**src/rtl/twm_pkg.sv**
```systemverilog
package twm_pkg;

    // Twiddle select encoding (frame-counter driven)
    typedef enum logic [1:0] {
        TW_ONE      = 2'b00,
        TW_NEG_J    = 2'b01,
        TW_ROT_M45  = 2'b10,
        TW_ROT_M135 = 2'b11
    } tw_sel_e;

    // Signed-digit approximation of 1/sqrt(2): sum of 2^-SHIFT terms
    localparam int CSD_TERMS = 5;
    localparam int CSD_FRAC  = 8;
    localparam logic [CSD_TERMS*4-1:0] CSD_SHIFTS = {4'd8, 4'd6, 4'd4, 4'd3, 4'd1};
    localparam logic [CSD_TERMS-1:0]   CSD_NEGS   = '0;

    // Control travelling alongside the data
    typedef struct packed {
        logic vld;
        logic scale;
    } tw_ctl_t;

endpackage

```
**src/rtl/twm_prep.sv**
```systemverilog
module twm_prep
    import twm_pkg::*;
#(
    parameter int DW = 13,
    localparam int OW = DW + 2
) (
    input  logic                 clk,
    input  logic                 rst,
    input  logic                 in_valid,
    input  logic [1:0]           in_sel,
    input  logic signed [DW-1:0] in_re,
    input  logic signed [DW-1:0] in_im,
    output tw_ctl_t              ctl_q,
    output logic signed [OW-1:0] op_re_q,
    output logic signed [OW-1:0] op_im_q
);

    logic signed [OW-1:0] a_ext, b_ext, sum_ab, dif_ba;
    logic signed [OW-1:0] nxt_re, nxt_im;
    logic                 nxt_scale;
    tw_sel_e              sel_e;

    assign sel_e  = tw_sel_e'(in_sel);
    assign a_ext  = OW'(in_re);
    assign b_ext  = OW'(in_im);
    assign sum_ab = a_ext + b_ext;
    assign dif_ba = b_ext - a_ext;

    always_comb begin
        nxt_re    = a_ext;
        nxt_im    = b_ext;
        nxt_scale = 1'b0;
        unique case (sel_e)
            TW_ONE: begin
                nxt_re = a_ext;
                nxt_im = b_ext;
            end
            TW_NEG_J: begin
                nxt_re = b_ext;
                nxt_im = -a_ext;
            end
            TW_ROT_M45: begin
                nxt_re    = sum_ab;
                nxt_im    = dif_ba;
                nxt_scale = 1'b1;
            end
            TW_ROT_M135: begin
                nxt_re    = dif_ba;
                nxt_im    = -sum_ab;
                nxt_scale = 1'b1;
            end
            default: ;
        endcase
    end

    always_ff @(posedge clk) begin
        if (rst) begin
            ctl_q   <= '0;
            op_re_q <= '0;
            op_im_q <= '0;
        end else begin
            ctl_q.vld <= in_valid;
            if (in_valid) begin
                ctl_q.scale <= nxt_scale;
                op_re_q     <= nxt_re;
                op_im_q     <= nxt_im;
            end
        end
    end

    // unity factor forwards both components unchanged
    p_unity_pass_r3: assert property (@(posedge clk) disable iff (rst)
        (!$past(rst) && $past(in_valid) && $past(in_sel) == 2'b00)
        |-> (op_re_q == OW'($past(in_re)) && op_im_q == OW'($past(in_im)) && !ctl_q.scale));

    // -j swaps components and negates the new imaginary part
    p_negj_swap_r4: assert property (@(posedge clk) disable iff (rst)
        (!$past(rst) && $past(in_valid) && $past(in_sel) == 2'b01)
        |-> (op_re_q == OW'($past(in_im)) && op_im_q == -OW'($past(in_re))));

    // diagonal factors take the scaling path, trivial ones bypass it
    p_scale_path_r5: assert property (@(posedge clk) disable iff (rst)
        (!$past(rst) && $past(in_valid)) |-> (ctl_q.scale == $past(in_sel[1])));

endmodule

```
**src/rtl/twm_csd_scale.sv**
```systemverilog
module twm_csd_scale #(
    parameter int                IW     = 15,
    parameter int                FRAC   = 8,
    parameter int                NT     = 5,
    parameter logic [NT*4-1:0]   SHIFTS = {4'd8, 4'd6, 4'd4, 4'd3, 4'd1},
    parameter logic [NT-1:0]     NEGS   = '0,
    localparam int               AW     = IW + FRAC + 2
) (
    input  logic signed [IW-1:0] x,
    output logic signed [IW-1:0] y
);

    logic signed [AW-1:0] x_ext;
    logic signed [AW-1:0] term [NT];
    logic signed [AW-1:0] acc;
    logic signed [AW-1:0] rnd;

    assign x_ext = AW'(x);

    for (genvar i = 0; i < NT; i++) begin : g_term
        localparam int SH = int'(SHIFTS[i*4 +: 4]);
        assign term[i] = x_ext <<< (FRAC - SH);
    end

    always_comb begin
        acc = '0;
        for (int i = 0; i < NT; i++) begin
            if (NEGS[i]) acc = acc - term[i];
            else         acc = acc + term[i];
        end
        rnd = acc + AW'(1 << (FRAC - 1));
    end

    assign y = IW'(rnd >>> FRAC);

endmodule

```
**src/rtl/twm_sat.sv**
```systemverilog
module twm_sat #(
    parameter int IW = 15,
    parameter int OW = 13
) (
    input  logic signed [IW-1:0] d,
    output logic signed [OW-1:0] q
);

    localparam int MAXV = 2 ** (OW - 1) - 1;
    localparam int MINV = -(2 ** (OW - 1));

    always_comb begin
        if (d > IW'(MAXV))      q = OW'(MAXV);
        else if (d < IW'(MINV)) q = OW'(MINV);
        else                    q = d[OW-1:0];
    end

endmodule

```
**src/rtl/twiddle_csd_mul.sv**
```systemverilog
module twiddle_csd_mul
    import twm_pkg::*;
#(
    parameter int DW = 13,
    localparam int OW = DW + 2
) (
    input  logic                 clk,
    input  logic                 rst,
    input  logic                 in_valid,
    input  logic [1:0]           in_sel,
    input  logic signed [DW-1:0] in_re,
    input  logic signed [DW-1:0] in_im,
    output logic                 out_valid,
    output logic signed [DW-1:0] out_re,
    output logic signed [DW-1:0] out_im
);

    tw_ctl_t              ctl_q;
    logic signed [OW-1:0] op_re_q, op_im_q;
    logic signed [OW-1:0] sc_re, sc_im;
    logic signed [OW-1:0] pick_re, pick_im;
    logic signed [DW-1:0] clip_re, clip_im;

    twm_prep #(.DW(DW)) u_prep (
        .clk      (clk),
        .rst      (rst),
        .in_valid (in_valid),
        .in_sel   (in_sel),
        .in_re    (in_re),
        .in_im    (in_im),
        .ctl_q    (ctl_q),
        .op_re_q  (op_re_q),
        .op_im_q  (op_im_q)
    );

    twm_csd_scale #(.IW(OW), .FRAC(CSD_FRAC), .NT(CSD_TERMS),
                    .SHIFTS(CSD_SHIFTS), .NEGS(CSD_NEGS)) u_scale_re (
        .x (op_re_q),
        .y (sc_re)
    );

    twm_csd_scale #(.IW(OW), .FRAC(CSD_FRAC), .NT(CSD_TERMS),
                    .SHIFTS(CSD_SHIFTS), .NEGS(CSD_NEGS)) u_scale_im (
        .x (op_im_q),
        .y (sc_im)
    );

    assign pick_re = ctl_q.scale ? sc_re : op_re_q;
    assign pick_im = ctl_q.scale ? sc_im : op_im_q;

    twm_sat #(.IW(OW), .OW(DW)) u_sat_re (.d(pick_re), .q(clip_re));
    twm_sat #(.IW(OW), .OW(DW)) u_sat_im (.d(pick_im), .q(clip_im));

    always_ff @(posedge clk) begin
        if (rst) begin
            out_valid <= 1'b0;
            out_re    <= '0;
            out_im    <= '0;
        end else begin
            out_valid <= ctl_q.vld;
            if (ctl_q.vld) begin
                out_re <= clip_re;
                out_im <= clip_im;
            end
        end
    end

    // Cycles since reset, used to keep the latency check inside known history
    logic [1:0] since_rst;
    always_ff @(posedge clk) begin
        if (rst)                  since_rst <= '0;
        else if (since_rst != 2'd2) since_rst <= since_rst + 2'd1;
    end

    // fixed two-clock latency of the qualifier
    p_latency_two_r2: assert property (@(posedge clk) disable iff (rst)
        (since_rst == 2'd2) |-> (out_valid == $past(in_valid, 2)));

    // no accepted sample, no change on the data outputs
    p_hold_idle_r8: assert property (@(posedge clk) disable iff (rst)
        (!$past(rst) && !$past(ctl_q.vld)) |-> ($stable(out_re) && $stable(out_im)));

    // the scaled path keeps the sign of its operand
    p_sign_kept_r5: assert property (@(posedge clk) disable iff (rst)
        (!$past(rst) && $past(ctl_q.vld) && $past(ctl_q.scale))
        |-> (out_re == '0 || out_re[DW-1] == $past(op_re_q[OW-1])));

endmodule

```
**config.mk**
```make
export PLATFORM = sky130hd
export DESIGN_NAME = twiddle_csd_mul
export DESIGN_NICKNAME = d
export VERILOG_FILES = /design/src/rtl/twm_pkg.sv /design/src/rtl/twm_prep.sv /design/src/rtl/twm_csd_scale.sv /design/src/rtl/twm_sat.sv /design/src/rtl/twiddle_csd_mul.sv
export SDC_FILE = /design/constraint.sdc
export NUM_CORES = 1
export LEC_CHECK = 0
export ABC_AREA = 1
export CAP_MARGIN = 20
export CORE_UTILIZATION = 30
export DETAILED_ROUTE_END_ITERATION = 10
export PLACE_DENSITY_LB_ADDON = 0.15
export REMOVE_ABC_BUFFERS = 1
export SKIP_LAST_GASP = 1
export SYNTH_ARGS = -nofsm -noshare
export SYNTH_HDL_FRONTEND = slang
export SYNTH_HIERARCHICAL = 1
export SYNTH_SLANG_ARGS = --single-unit
```
**constraint.sdc**
```tcl
create_clock -name clk -period 4.2 [get_ports clk]
set_input_delay 0.84 -clock clk [delete_from_list [all_inputs] [get_ports clk]]
set_output_delay 0.84 -clock clk [all_outputs]
set_load 0.005 [all_outputs]
```
-- Word level (Yosys, flattened, before mapping)
Cells that the tools add are included.
- register bits: 59
- output and inout bits: 27
- logic and storage cells: 39
- add/sub/neg operators: 14
- order comparisons: 4
- eq/ne operators: 3
- muxes and demuxes: 9
- reduce and logical (&&, ||, !) cells: 2
- operators by type and width (operator ; number):
    15-bit one-hot mux with 4 select lines ; 2
    13-bit two-way mux ; 4
    22-bit by 20-bit adder with 23-bit output ; 2
    23-bit by 15-bit adder with 23-bit output ; 2
    23-bit by 17-bit adder with 23-bit output ; 2
    23-bit by 19-bit adder with 23-bit output ; 2
    23-bit by 9-bit adder with 23-bit output, second input constant ; 2
    15-bit by 13-bit greater-than comparator with 1-bit output, second input constant ; 2
    15-bit by 13-bit less-than comparator with 1-bit output, second input constant ; 2
    15-bit two-way mux ; 2
    13-bit negation with 15-bit output ; 1
    15-bit negation ; 1
    13-bit by 13-bit adder with 14-bit output ; 1
    13-bit by 13-bit subtractor with 14-bit output ; 1
    2-bit == test, second input constant ; 2
    2-bit by 1-bit == test with 1-bit output, second input constant ; 1
    2-bit logical NOT ; 1
    2-bit OR reduction ; 1
    1-bit two-way mux ; 1

-- Logic depth before layout (Yosys ltp)
- word-level depth: 9
- mapped depth: 28

-- Cells and area by module
The synthesis kept the hierarchy.
- modules (own cells, without submodules) (module ; instances ; cells each ; area each (um^2) ; sequential area each (um^2)):
    twm_prep ; 1 ; 638 ; 3885.0 ; 620.6
    twm_csd_scale at u_scale_re ; 1 ; 293 ; 2202.1 ; 0.0
    twm_csd_scale at u_scale_im ; 1 ; 293 ; 2192.1 ; 0.0
    twiddle_csd_mul ; 1 ; 265 ; 1572.8 ; 540.5
    twm_sat ; 2 ; 30 ; 173.9 ; 0.0

-- Worst setup path after synthesis
OpenSTA, ideal clock, no wires.
- path type: register to register
- start: register u_prep.op_im_q[7]
- end: register out_im[2]
- arrival time: 3.895 ns
- data required time: 4.086 ns
- path slack: 0.191 ns
- stages on the path, launching flop included: 27
- buffers on the path: 1
- clock period less this slack: 4.009 ns
- cell sequence: dfxtp_1 inv_1 fa_1 inv_1 fa_1 inv_1 fa_1 inv_1 ha_1 a21o_1 a21oi_2 nor2_1 nor2_1 nand2_1 nand2_1 nand2_1 nand2_1 o21ai_0 nand2_1 nand2_2 buf_12 nand2_2 nand2_1 inv_1 nand2_1 nand2_1 nor2_2
- cells in the longest elaborated chain, start to end: 9
- RTL lines (item ; line ; source):
    start: declaration ; twm_prep.sv:15 ; output logic signed [OW-1:0] op_im_q
    start signal: assignment ; twm_prep.sv:66 ; op_im_q <= nxt_im;
    22-bit by 20-bit adder with 23-bit output ; twm_csd_scale.sv:29 ; else acc = acc + term[i];
    23-bit by 19-bit adder with 23-bit output ; twm_csd_scale.sv:29 ;
    23-bit by 17-bit adder with 23-bit output ; twm_csd_scale.sv:29 ;
    23-bit by 15-bit adder with 23-bit output * ; twm_csd_scale.sv:29 ;
    23-bit by 9-bit adder with 23-bit output * ; twm_csd_scale.sv:31 ; rnd = acc + AW'(1 << (FRAC - 1));
    net sc_im[13] ; twiddle_csd_mul.sv:20 ; logic signed [OW-1:0] sc_re, sc_im;
    15-bit two-way mux * ; twiddle_csd_mul.sv:49 ; assign pick_im = ctl_q.scale ? sc_im : op_im_q;
    net pick_im[13] ; twiddle_csd_mul.sv:21 ; logic signed [OW-1:0] pick_re, pick_im;
    15-bit by 13-bit less-than comparator with 1-bit output ; twm_sat.sv:14 ; else if (d < IW'(MINV)) q = OW'(MINV);
    13-bit two-way mux ; twm_sat.sv:14 ;
    13-bit two-way mux * ; twm_sat.sv:13 ; if (d > IW'(MAXV)) q = OW'(MAXV);
    net clip_im[2] ; twiddle_csd_mul.sv:22 ; logic signed [DW-1:0] clip_re, clip_im;
    end signal: assignment ; twiddle_csd_mul.sv:63 ; out_im <= clip_im;
    end: declaration ; twiddle_csd_mul.sv:15 ; output logic signed [DW-1:0] out_im
Mark *: on every way through the listed nets, which the timed path passes. The rest lies on a longest branch.
A chain may end at the register's enable or synchronous reset.

-- Worst setup path after layout
- start: register u_prep.op_re_q[10]
- end: register out_re[10]
- cells in the longest elaborated chain, start to end: 9
- RTL lines (item ; line ; source):
    start: declaration ; twm_prep.sv:14 ; output logic signed [OW-1:0] op_re_q,
    start signal: assignment ; twm_prep.sv:65 ; op_re_q <= nxt_re;
    22-bit by 20-bit adder with 23-bit output ; twm_csd_scale.sv:29 ;
    23-bit by 19-bit adder with 23-bit output ; twm_csd_scale.sv:29 ;
    23-bit by 17-bit adder with 23-bit output ; twm_csd_scale.sv:29 ;
    23-bit by 15-bit adder with 23-bit output * ; twm_csd_scale.sv:29 ;
    23-bit by 9-bit adder with 23-bit output * ; twm_csd_scale.sv:31 ;
    net sc_re[13] ; twiddle_csd_mul.sv:20 ;
    15-bit two-way mux * ; twiddle_csd_mul.sv:48 ; assign pick_re = ctl_q.scale ? sc_re : op_re_q;
    net pick_re[13] ; twiddle_csd_mul.sv:21 ;
    15-bit by 13-bit less-than comparator with 1-bit output ; twm_sat.sv:14 ;
    13-bit two-way mux ; twm_sat.sv:14 ;
    13-bit two-way mux * ; twm_sat.sv:13 ;
    net clip_re[10] ; twiddle_csd_mul.sv:22 ;
    end signal: assignment ; twiddle_csd_mul.sv:62 ; out_re <= clip_re;
    end: declaration ; twiddle_csd_mul.sv:14 ; output logic signed [DW-1:0] out_re,
Marked as above.

==> flow_metrics.py <==
metrics = {
    "placement": {
        "dp_slack_ns": -0.2016,
        "gp_congestion": 0.9007,
        "dp_hpwl_mm": 24.51,
        "numPortBuffers": 57,
    },
    "cts": {
        "numClockSinks": 58,
        "clk_path_buf_depth": 2,
        "htree_num_levels": 3,
        "cts_root_buffer": "clkbuf_16",
        "cts_hold_buffers": 0,
        "clk_pin_slew_ns": 0.05,
        "clk_latency_ns": 0.33,
        "cts-buffers-inserted": 9,
        "cts_tree": "yes",
    },
    "routing": {
        "vias_per_cell": 4.541,
        "drt_iter0_drc": 646,
        "drt-wirelength-per-cell_um": 13.91,
        "totalWireLength_mm": 29.71,
        "vias": 9700,
        "dr.pass1.iters": 5,
        "drc": 0,
        "drtAntennaViolNets": 0,
    },
    "timing": {
        "setup_tns_ns": 0,
        "rsz0062_at_grt": "yes",
        "worstMarginPinSlew_ns": 0.9906,
        "setup_violations": 0,
        "fin_crit_sh_pct": 95.14,
        "slew_viol_final": 0,
        "hold_viol": 0,
        "whs_ns": 0.4674,
        "slew-limit-headroom_pct": 33.96,
        "post-route-min-period_ns": 3.996,
        "fmax_mhz": 250.3,
        "fin_ws_ns": 0.2041,
        "skew_ns": 0.006525,
    },
    "critical_path": {
        "critical_path_buf_inv_count": 6,
        "cp-end-kind": "register",
        "crit_path_top_delay_cell": "fa_1",
        "worstPathArrival_ns": 4.22,
        "crit_type": "reg -> reg",
        "crit_path_start_kind": "register",
        "crit_path_max_fanout": 6,
        "critPathRequiredTime_ns": 4.42,
        "cp_top_family": "adder cells",
        "crit_top_cell": "nand2_1",
        "slowest_delay_ns": 0.54,
    },
    "logic_synthesis": {
        "syn_inst": 1549,
        "synth_edf_count": 0,
        "ys_top_cells_by_area": "fa_1 14%, nand2_1 14%, ha_1 13%",
        "seq_area_frac_synth_pct": 11.38,
        "synth.top_cells.by_count": "376 x nand2_1, 296 x inv_1, 129 x nor2_1",
        "synthFlopType": "dfxtp_1",
        "synth.most_common_cell": "nand2_1",
        "ys_warn_count": 6,
        "synth_async_sr_flop_share_pct": 0,
        "ys_seq_elements": 58,
        "avgSynthCellArea_sq_um": 6.585,
        "syn-cell-area_sq_um": 10200,
        "synth.top_cell.area_share_pct": 14.13,
        "yosysUniqueCellTypes": 53,
        "synth_top_area_cell": "fa_1",
    },
    "floorplanning": {
        "core_region_area_sq_um": 33530,
        "die_width_um": 186.4,
        "dieArea_sq_um": 34740,
        "start_util_pct": 30.42,
        "rows": 67,
        "boundaryPins": 58,
        "fp.dieH_um": 186.4,
    },
    "finish": {
        "fillers": 3698,
        "multi_input_area_sq_um": 8011,
        "syn_to_final_growth_pct": 25.26,
        "ff_latch_area_sq_um": 1181,
        "nNetsFinal": 1892,
        "drive_above_1_share_pct": 21.56,
        "diodes": 0,
    },
    "pwr": {
        "power_frac_seq_pct": 14.2,
        "internal_power_mw": 2.445,
        "power_frac_clock_pct": 15.7,
        "peakVddDrop_v": 0.0001575,
        "powerDensity_nw_per_um2": 351.1,
        "power_switching_mw": 2.040,
        "p_comb_share_pct": 70.0,
        "p_leak_nw": 6.377,
        "p_sw_share_pct": 45.49,
    },
    "run": {
        "maxCapViolCount": 0,
    },
    "global_route": {
        "grt_usage_pct": 17.07,
        "grt_max_degree": 54,
        "grt_pass1_wl_mm": 48.27,
        "grt_pass1_vias": 9491,
        "antenna_found_initial": 0,
        "grt-ovfl-total": 0,
    },
    "worst_hold_path": {
        "hp-class": "reg -> reg",
    },
    "status": {
        "outcome": "complete, no violations",
    },
}
==> cell type report <==
class	instances	share of cell area, %
Inverter	319	9.470
Clock inverter	3	0.3134
Tap cell	448	4.387
Clock buffer	13	1.880
Multi-Input combinational cell	1126	62.71
Sequential cell	58	9.245
Timing Repair Buffer	169	12.00
==> kinds of logic after synthesis <==
family	after synthesis	share of synthesized area, %
AO/OA/AOI/OAI	218	12.61
AND/OR/NAND/NOR	702	31.07
buffers and inverters	367	15.57
flip-flops	58	11.38
XOR/XNOR	26	2.233
adder cells (fa/ha/maj)	178	27.13
==> layout by cell type, fill, tap and decap left out, drive strengths merged, types with 2 or more instances in the layout <==
cell type,netlist,final
a211oi,2,2
a21boi,5,5
a21o,4,4
a21oi,89,89
a31oi,3,3
and2,2,2
buf,31,110
clkbuf,17,15
clkdlybuf4s50,0,57
clkinv,2,4
dfxtp,58,58
fa,72,72
ha,106,106
inv,317,317
nand2,437,437
nand3,93,93
nand3b,3,3
nand4,11,11
nor2,145,145
nor3,8,8
nor4,2,2
o2111ai,4,4
o211ai,6,6
o21a,4,4
o21ai,75,75
o21bai,14,16
o221ai,3,3
o22ai,5,5
xor2,26,26
==> path summary, 6_finish.rpt <==
path,from,cells after the start,slack (ns),to
setup / recovery,u_prep/op_re_q[10],26,0.20,out_re[10]
hold / removal,out_im[11],2,0.47,out_im[11]
setup reg to reg,u_prep/op_re_q[10],26,0.20,out_re[10]
hold reg to reg,out_im[11],2,0.47,out_im[11]
==> worst min-delay path, cell delays in order, from the launching register on <==
cell     delay (ns)
dfxtp_1        0.30
nor2_1         0.08
nor2_1         0.05
==> per-stage QoR <==
stage / cells / util (%) / power [mW] / instance area (sq um)
detailed placement: 2106 / 35.08 / 3.362 / 11760
floorplan: 1501 / - / 2.429 / 9817
finish: 2136 / 38.10 / 4.486 / 12780
CTS: 2124 / 36.29 / 4.155 / 12170
global route: 2136 / 38.10 / 4.933 / 12780
global placement: 2106 / 35.08 / 3.360 / 11760
==> power by group through the flow <==
stage                     Clock (mW)  Sequential (mW)  Combinational, mW
after CTS                      0.737            0.635               2.78
after floorplan                    0            0.660               1.77
final                          0.706            0.638               3.14
after global placement             0            0.643               2.72
after detailed placement           0            0.645               2.72
after global routing           0.756            0.644               3.53
==> metal layers <==
layer	global-route usage [%]	vias up	wire (um)
li1	-	5073	-
met1	23.84	4417	14830
met2	28.43	182	13610
met3	1.110	28	829
met4	4.387	0	446
met5	0	-	0
==> sequential cells by signal, summed over array words and instances, names as in the netlist <==
register,flops
out_re,13
out_im,13
out_valid,1
u_prep/ctl_q,2
u_prep/op_re_q,14
u_prep/op_im_q,15
==> what timing repair did <==
item | CTS | global route
setup endpoints to repair | 24 | 25
setup buffers | 1 | 10
resized for setup | 24 | 120
pin swaps | 2 | 87
gates cloned | 1 | 3
No activity file was read; power rests on OpenSTA's default activity.
